$ cat config.mk
export PLATFORM = sky130hd
export DESIGN_NAME = irq_vector_ctrl
export DESIGN_NICKNAME = d
export VERILOG_FILES = /design/src/rtl/irq_pkg.sv /design/src/rtl/irq_pin_edge.sv /design/src/rtl/irq_arbiter.sv /design/src/rtl/irq_nest_stack.sv /design/src/rtl/irq_vector_ctrl.sv
export SDC_FILE = /design/constraint.sdc
export NUM_CORES = 1
export LEC_CHECK = 0
export ABC_AREA = 1
export BUFFER_PORTS_ARGS = -buffer_cell sky130_fd_sc_hd__clkbuf_2
export CAP_MARGIN = 0
export CORE_MARGIN = 5
export CORE_UTILIZATION = 60
export CTS_BUF_LIST = sky130_fd_sc_hd__clkbuf_2 sky130_fd_sc_hd__clkbuf_4 sky130_fd_sc_hd__clkbuf_8
export CTS_CLUSTER_SIZE = 14
export DETAILED_ROUTE_END_ITERATION = 7
export PLACE_DENSITY = 0.82
export SLEW_MARGIN = 20
export SYNTH_ARGS = -nofsm -noshare
export SYNTH_HDL_FRONTEND = slang
export SYNTH_HIERARCHICAL = 1
export SYNTH_SLANG_ARGS = --single-unit
$ cat constraint.sdc
create_clock -name clk -period 4.7 [get_ports clk]
set_input_delay 0.235 -clock clk [delete_from_list [all_inputs] [get_ports clk]]
set_output_delay 0.235 -clock clk [all_outputs]
set_load 0.02 [all_outputs]
$ cat src/rtl/irq_pkg.sv
package irq_pkg;
  typedef enum logic [1:0] {
    NEST_OPEN = 2'b00,
    NEST_LOW  = 2'b01,
    NEST_HIGH = 2'b10
  } nest_t;

  localparam logic [1:0] ADR_ENABLE = 2'd0;
  localparam logic [1:0] ADR_CTRL   = 2'd1;
  localparam logic [1:0] ADR_CLEAR  = 2'd2;
  localparam logic [1:0] ADR_QCLEAR = 2'd3;
endpackage

$ cat src/rtl/irq_pin_edge.sv
module irq_pin_edge #(
  parameter int FILT_LEN = 1,
  parameter bit BOTH     = 1'b0
) (
  input  logic clk,
  input  logic rst,
  input  logic pin,
  input  logic rise_sel,
  output logic edge_o
);
  logic [FILT_LEN-1:0] samp_q;
  logic                lvl_q, lvl_n;

  generate
    if (FILT_LEN == 1) begin : g_plain
      always_ff @(posedge clk) begin
        if (rst) samp_q <= '0;
        else     samp_q <= pin;
      end
    end else begin : g_filt
      always_ff @(posedge clk) begin
        if (rst) samp_q <= '0;
        else     samp_q <= {samp_q[FILT_LEN-2:0], pin};
      end
    end
  endgenerate

  always_comb begin
    lvl_n = lvl_q;
    if (&samp_q)       lvl_n = 1'b1;
    else if (~|samp_q) lvl_n = 1'b0;
  end

  always_ff @(posedge clk) begin
    if (rst) lvl_q <= 1'b0;
    else     lvl_q <= lvl_n;
  end

  assign edge_o = (lvl_n != lvl_q) && (BOTH || (lvl_n == rise_sel));
endmodule

$ cat src/rtl/irq_arbiter.sv
module irq_arbiter
  import irq_pkg::*;
#(
  parameter int NUM_GRP = 7,
  localparam int IDX_W  = $clog2(NUM_GRP),
  localparam int PRIO_W = $clog2(NUM_GRP + 1)
) (
  input  logic [NUM_GRP-1:0] act,
  input  logic [PRIO_W-1:0]  prio,
  input  nest_t              status,
  output logic               take,
  output logic [IDX_W-1:0]   win_idx
);
  logic [IDX_W-1:0] low_idx, hi_idx;
  logic             hi_valid;

  always_comb begin
    low_idx = '0;
    for (int i = NUM_GRP - 1; i >= 0; i--)
      if (act[i]) low_idx = IDX_W'(i);
  end

  assign hi_idx   = IDX_W'(prio - PRIO_W'(1));
  assign hi_valid = (prio != '0) && (int'(prio) <= NUM_GRP) && act[hi_idx];
  assign win_idx  = hi_valid ? hi_idx : low_idx;
  assign take     = (|act) && ((status == NEST_OPEN) ||
                               (status == NEST_LOW && hi_valid));
endmodule

$ cat src/rtl/irq_nest_stack.sv
module irq_nest_stack
  import irq_pkg::*;
#(
  parameter int DEPTH  = 4,
  localparam int PTR_W = $clog2(DEPTH + 1)
) (
  input  logic  clk,
  input  logic  rst,
  input  logic  push,
  input  logic  push_high,
  input  logic  pop,
  output nest_t status
);
  nest_t            stk [DEPTH];
  logic [PTR_W-1:0] ptr;

  always_ff @(posedge clk) begin
    if (push && ptr < PTR_W'(DEPTH)) stk[ptr] <= status;
  end

  always_ff @(posedge clk) begin
    if (rst) begin
      status <= NEST_OPEN;
      ptr    <= '0;
    end else if (push && ptr < PTR_W'(DEPTH)) begin
      ptr    <= ptr + PTR_W'(1);
      status <= (status == NEST_OPEN && !push_high) ? NEST_LOW : NEST_HIGH;
    end else if (pop && ptr != '0) begin
      ptr    <= ptr - PTR_W'(1);
      status <= stk[ptr - PTR_W'(1)];
    end
  end
endmodule

$ cat src/rtl/irq_vector_ctrl.sv
module irq_vector_ctrl
  import irq_pkg::*;
#(
  parameter int NUM_GRP   = 7,
  parameter int FILT_LEN  = 2,
  parameter int STK_DEPTH = 4,
  parameter int KEY_W     = 4,
  localparam int NFLAG    = NUM_GRP + 1,
  localparam int IDX_W    = $clog2(NUM_GRP),
  localparam int PRIO_W   = $clog2(NUM_GRP + 1)
) (
  input  logic             clk,
  input  logic             rst,
  input  logic             evt_tick,
  input  logic             evt_serial,
  input  logic             evt_match,
  input  logic             evt_ce_fall,
  input  logic             evt_gate,
  input  logic             pin_int4,
  input  logic             pin_int0,
  input  logic             pin_int1,
  input  logic             edge_rise0,
  input  logic             edge_rise1,
  input  logic             pin_int2,
  input  logic [KEY_W-1:0] pin_key,
  input  logic             wr_en,
  input  logic [1:0]       wr_addr,
  input  logic [NFLAG-1:0] wr_data,
  input  logic             vec_ack,
  input  logic             vec_ret,
  output logic             vec_req,
  output logic [IDX_W-1:0] vec_idx,
  output logic             wake
);
  logic [NFLAG-1:0]   flags_q, en_q, svc, set_v, clr_v;
  logic               master_q, quasi_q;
  logic [PRIO_W-1:0]  prio_q;
  logic [NUM_GRP-1:0] grp_act;
  logic               e4, e0, e1, e2, take, acked, taken_high;
  logic [KEY_W-1:0]   key_fall;
  logic [IDX_W-1:0]   win_idx;
  nest_t              nest_status;

  irq_pin_edge #(.FILT_LEN(1), .BOTH(1'b1)) u_e4 (
    .clk(clk), .rst(rst), .pin(pin_int4), .rise_sel(1'b1), .edge_o(e4));
  irq_pin_edge #(.FILT_LEN(FILT_LEN), .BOTH(1'b0)) u_e0 (
    .clk(clk), .rst(rst), .pin(pin_int0), .rise_sel(edge_rise0), .edge_o(e0));
  irq_pin_edge #(.FILT_LEN(1), .BOTH(1'b0)) u_e1 (
    .clk(clk), .rst(rst), .pin(pin_int1), .rise_sel(edge_rise1), .edge_o(e1));
  irq_pin_edge #(.FILT_LEN(1), .BOTH(1'b0)) u_e2 (
    .clk(clk), .rst(rst), .pin(pin_int2), .rise_sel(1'b1), .edge_o(e2));

  generate
    for (genvar k = 0; k < KEY_W; k++) begin : g_key
      irq_pin_edge #(.FILT_LEN(1), .BOTH(1'b0)) u_key (
        .clk(clk), .rst(rst), .pin(pin_key[k]), .rise_sel(1'b0),
        .edge_o(key_fall[k]));
    end
  endgenerate

  // flag sources in bit order tick, INT4, INT0, INT1, serial, match, CE, gate
  always_comb begin
    set_v = '0;
    set_v[0] = evt_tick;
    set_v[1] = e4;
    set_v[2] = e0;
    set_v[3] = e1;
    set_v[4] = evt_serial;
    set_v[5] = evt_match;
    set_v[6] = evt_ce_fall;
    set_v[7] = evt_gate;
  end

  assign svc = flags_q & en_q & {NFLAG{master_q}};

  generate
    for (genvar g = 0; g < NUM_GRP; g++) begin : g_grp
      if (g == 0) begin : g_shared
        assign grp_act[g] = svc[0] | svc[1];
      end else begin : g_single
        assign grp_act[g] = svc[g+1];
      end
    end
  endgenerate

  irq_arbiter #(.NUM_GRP(NUM_GRP)) u_arb (
    .act(grp_act), .prio(prio_q), .status(nest_status),
    .take(take), .win_idx(win_idx));

  assign acked      = vec_ack && vec_req;
  assign taken_high = (prio_q != '0) && (vec_idx == IDX_W'(prio_q - PRIO_W'(1)));

  irq_nest_stack #(.DEPTH(STK_DEPTH)) u_stk (
    .clk(clk), .rst(rst), .push(acked), .push_high(taken_high),
    .pop(vec_ret && !acked), .status(nest_status));

  always_comb begin
    clr_v = '0;
    if (wr_en && wr_addr == ADR_CLEAR) clr_v = wr_data;
    if (acked) begin
      if (vec_idx == '0) begin
        if (!(en_q[0] && en_q[1])) clr_v[1:0] = clr_v[1:0] | en_q[1:0];
      end else begin
        clr_v[vec_idx + IDX_W'(1)] = 1'b1;
      end
    end
  end

  always_ff @(posedge clk) begin
    if (rst) begin
      flags_q  <= '0;
      en_q     <= '0;
      master_q <= 1'b0;
      prio_q   <= '0;
      quasi_q  <= 1'b0;
      vec_req  <= 1'b0;
      vec_idx  <= '0;
      wake     <= 1'b0;
    end else begin
      flags_q <= (flags_q & ~clr_v) | set_v;
      if (wr_en && wr_addr == ADR_ENABLE) en_q <= wr_data;
      if (wr_en && wr_addr == ADR_CTRL) begin
        prio_q   <= wr_data[PRIO_W-1:0];
        master_q <= wr_data[PRIO_W];
      end
      if (e2 || (|key_fall))                               quasi_q <= 1'b1;
      else if (wr_en && wr_addr == ADR_QCLEAR && wr_data[0]) quasi_q <= 1'b0;
      vec_req <= take && !acked;
      vec_idx <= win_idx;
      wake    <= (|(flags_q & en_q)) | quasi_q;
    end
  end
endmodule

==> impl_metrics.ini <==
[timing]
post-route-period-util = 0.409
fin_ws_ns = 2.78
rsz0062_at_grt = false
slew_viol_final = 0
fin_tns_setup_ns = 0
worst_slew_pin_slew_ns = 0.954
fin_skew_ns = 0.00602
fmax_mhz = 521
setup_viol = 0
relSlewSlack = 0.364
finalCriticalPeriod_ns = 1.92
hold_viol_final = 0

[power]
power_frac_comb = 0.252
power_leakage_nw = 1.60
switching_share = 0.327
p_clk_frac = 0.231
ir_worst_vdd_uv = 179
p_sw_w = 0.000364
power_frac_seq = 0.516
power.internal_w = 0.000750
p_per_area_nw_per_um2 = 338

[critical_path]
cp.required_ns = 4.94
path_class = reg -> reg
cp.arrival_ns = 2.16
start_kind = register
cp-end-kind = register
cp_max_fo = 7

[global_route]
grt_overflow = 0
grt_pass1_wl_um = 10100
grt_pass1_vias = 2463
groute.usage.overall = 0.198
grt_max_degree = 46
antenna_found_initial = 0

[logic_synthesis]
synth_compound_area_frac = 0.0877
synthXorXnorAreaFrac = 0.00296
synth_edf_count = 8
synth-simple-area-share = 0.319
synth_top_family_by_area = simple AND/OR/NAND/NOR gates
ys_async_sr_fraction = 0
yosys.area_share.adder = 0.0466
synth_cells = 431
avgSynthCellArea_um2 = 6.85
yosysTopAreaCell = dfxtp_1
synth_flop_cell = dfxtp_1
syn_area_um2 = 2950
synth_cell_types = 33
ys_ff_latch = 56
synth_mux_area_frac = 0
synth_warnings = 6
seq_area_frac_synth = 0.407
yosys.area.top_type_share = 0.325
synthTopCellsByArea = dfxtp_1 33%, nand2_1 16%, inv_1 12%, edfxtp_1 8.1%, nor2_1 6.2%

[place]
place_congestion = 0.840
io_buffers = 34
dp_slack_ns = 2.81
dp_hpwl_um = 4440

[drt]
firstDrtPassIters = 4
drtAntennaViolNets = 0
viasPerCell = 4.81
drc = 0
wl_per_cell_um = 10.6
vias = 2621
routed_wl_um = 5760
drtIter0Drc = 113

[floorplan]
die_x_um = 80.2
die_h_um = 80.2
core_area_um2 = 4750
start_util = 0.621
boundaryPins = 35
row_count = 25
dieArea_um2 = 6430

[outcome]
status = finished, final reports clean

[clocking]
root_buffer = clkbuf_8
cts_resized = 0
cts_tree = done
cts_buffers = 5
ctsHoldBuffers = 0
clk_latency_ns = 0.31
cts.path.max_buffers = 2
clk_pin_slew_ns = 0.09
cts_setup_buffers = 0
htreeDepth = 2
clock-sinks = 56

[hold_path]
holdCritPathClass = in -> reg

[finish]
drive_gt1_frac = 0.134
area.growth.synth_to_final_pct = 11.7
nFillCells = 438
n_antenna_cell = 0
layout.nets = 518

[flow_run]
drv_cap = 0
==> cell type report <==
type,count,area [um2],share of cell area
Sequential cell,56,1200,0.364
Clock inverter,2,11.3,0.00341
Clock buffer,6,76.3,0.0231
Timing Repair Buffer,34,170,0.0516
Multi-Input combinational cell,281,1380,0.419
Tap cell,67,83.8,0.0254
Inverter,99,373,0.113
==> power by group through the flow <==
stage / registers [W] / logic, W / clock network (W)
2_1_floorplan: 0.000576 / 0.000213 / 0
3_3_place_gp: 0.000586 / 0.000268 / 0
3_5_place_dp: 0.000587 / 0.000279 / 0
4_1_cts: 0.000576 / 0.000280 / 0.000264
5_1_grt: 0.000583 / 0.000328 / 0.000285
6_report: 0.000575 / 0.000281 / 0.000257
==> worst max-delay path, stage by stage, from the launching register on <==
cell and delay, ns:
dfxtp_1 0.45, inv_1 0.11, ha_1 0.21, ha_1 0.28
xnor2_1 0.12, nor4_1 0.22, inv_1 0.10, nand3_1 0.09
nand2_1 0.05, nand2_1 0.05, inv_1 0.04, a21oi_1 0.13
==> routing by layer <==
metal | vias to the layer above | global-route usage | routed length, um
met1 | 1153 | 0.240 | 2600
met2 | 67 | 0.344 | 2780
met3 | 11 | 0.0415 | 296
met5 | - | 0 | 0
met4 | 0 | 0.0693 | 93
li1 | 1390 | - | -
==> synth_stat cells, types with 2 or more instances <==
master / number
a21oi_1: 23
inv_1: 92
o21ai_1: 2
a21oi_2: 3
inv_2: 6
ha_1: 11
edfxtp_1: 8
nand2_4: 3
dfxtp_1: 48
a211oi_1: 4
a31oi_1: 3
conb_1: 2
nor2_1: 49
buf_6: 2
nand4_1: 5
nand2_2: 5
o21ai_0: 6
nand3_1: 21
nand2_1: 122
nor3_1: 3
==> state kept, by name, indices dropped and copies added, names as in the netlist, 2 cells and up <==
name                flops
g_key.u_key/lvl_q       4
u_stk/stk               8
u_stk/status            2
u_e0/samp_q             2
flags_q                 8
en_q                    8
g_key.u_key/samp_q      4
u_stk/ptr               3
prio_q                  3
vec_idx                 3
==> kinds of logic (layout without fill, tap and decap cells) <==
logic type / count (synthesis) / in the layout
xor+xnor: 1 / 1
flops: 56 / 56
other cells: 2 / 10
buf+inv: 102 / 141
compound gates: 44 / 44
simple gates: 215 / 215
fa+ha+maj: 11 / 11
==> worst paths after layout <==
| check | from | endpoint | slack, ns | cells past startpoint |
|---|---|---|---|---|
| setup / recovery | prio_q[0]$_SDFFE_PP0P_ | u_stk/status[1]$_SDFFE_PP0P_ | 2.78 | 11 |
| hold / removal | pin_int4 | u_e4/samp_q$_SDFF_PP0_ | 0.10 | 3 |
| setup reg to reg | prio_q[0]$_SDFFE_PP0P_ | u_stk/status[1]$_SDFFE_PP0P_ | 2.78 | 11 |
| hold reg to reg | u_e4/samp_q$_SDFF_PP0_ | u_e4/lvl_q$_SDFF_PP0_ | 0.45 | 2 |
==> per-stage QoR <==
step           hold WS (ns)  instances  total power, W  instance area, um2  utilization
2_1_floorplan         0.304        439        0.000788                2980            -
3_3_place_gp          0.427        537        0.000853                3210        0.676
3_5_place_dp          0.432        537        0.000866                3210        0.676
4_1_cts              0.0953        545         0.00112                3300        0.694
5_1_grt               0.106        545         0.00120                3300        0.694
6_report              0.103        545         0.00111                3300        0.694
==> cell usage in the layout (no fill, tap or decap) <==
cell type,netlist,routed
a21oi_2,3,3
nor3_4,1,1
inv_2,6,6
nand4_1,5,5
a22o_1,1,1
nand3_1,21,21
o21bai_1,1,1
conb_1,2,10
clkbuf_2,0,34
dfxtp_1,48,48
and3_1,1,1
clkbuf_4,0,1
edfxtp_1,8,8
nor3b_1,1,1
clkinv_1,0,1
clkbuf_8,0,5
nand3_4,1,1
xnor2_1,1,1
nand3_2,1,1
clkinv_2,1,1
inv_1,92,92
clkinvlp_4,0,1
a31oi_1,3,3
o21ai_1,2,2
a211oi_1,4,4
a211oi_2,1,1
a21oi_1,23,23
ha_1,11,11
nor2_1,49,49
nor3_1,3,3
nand2_4,3,3
nand2_2,5,5
nor3b_4,1,1
nor4_1,1,1
nand2_1,122,122
o21ai_0,6,6
No activity file was read; power rests on OpenSTA's default activity.
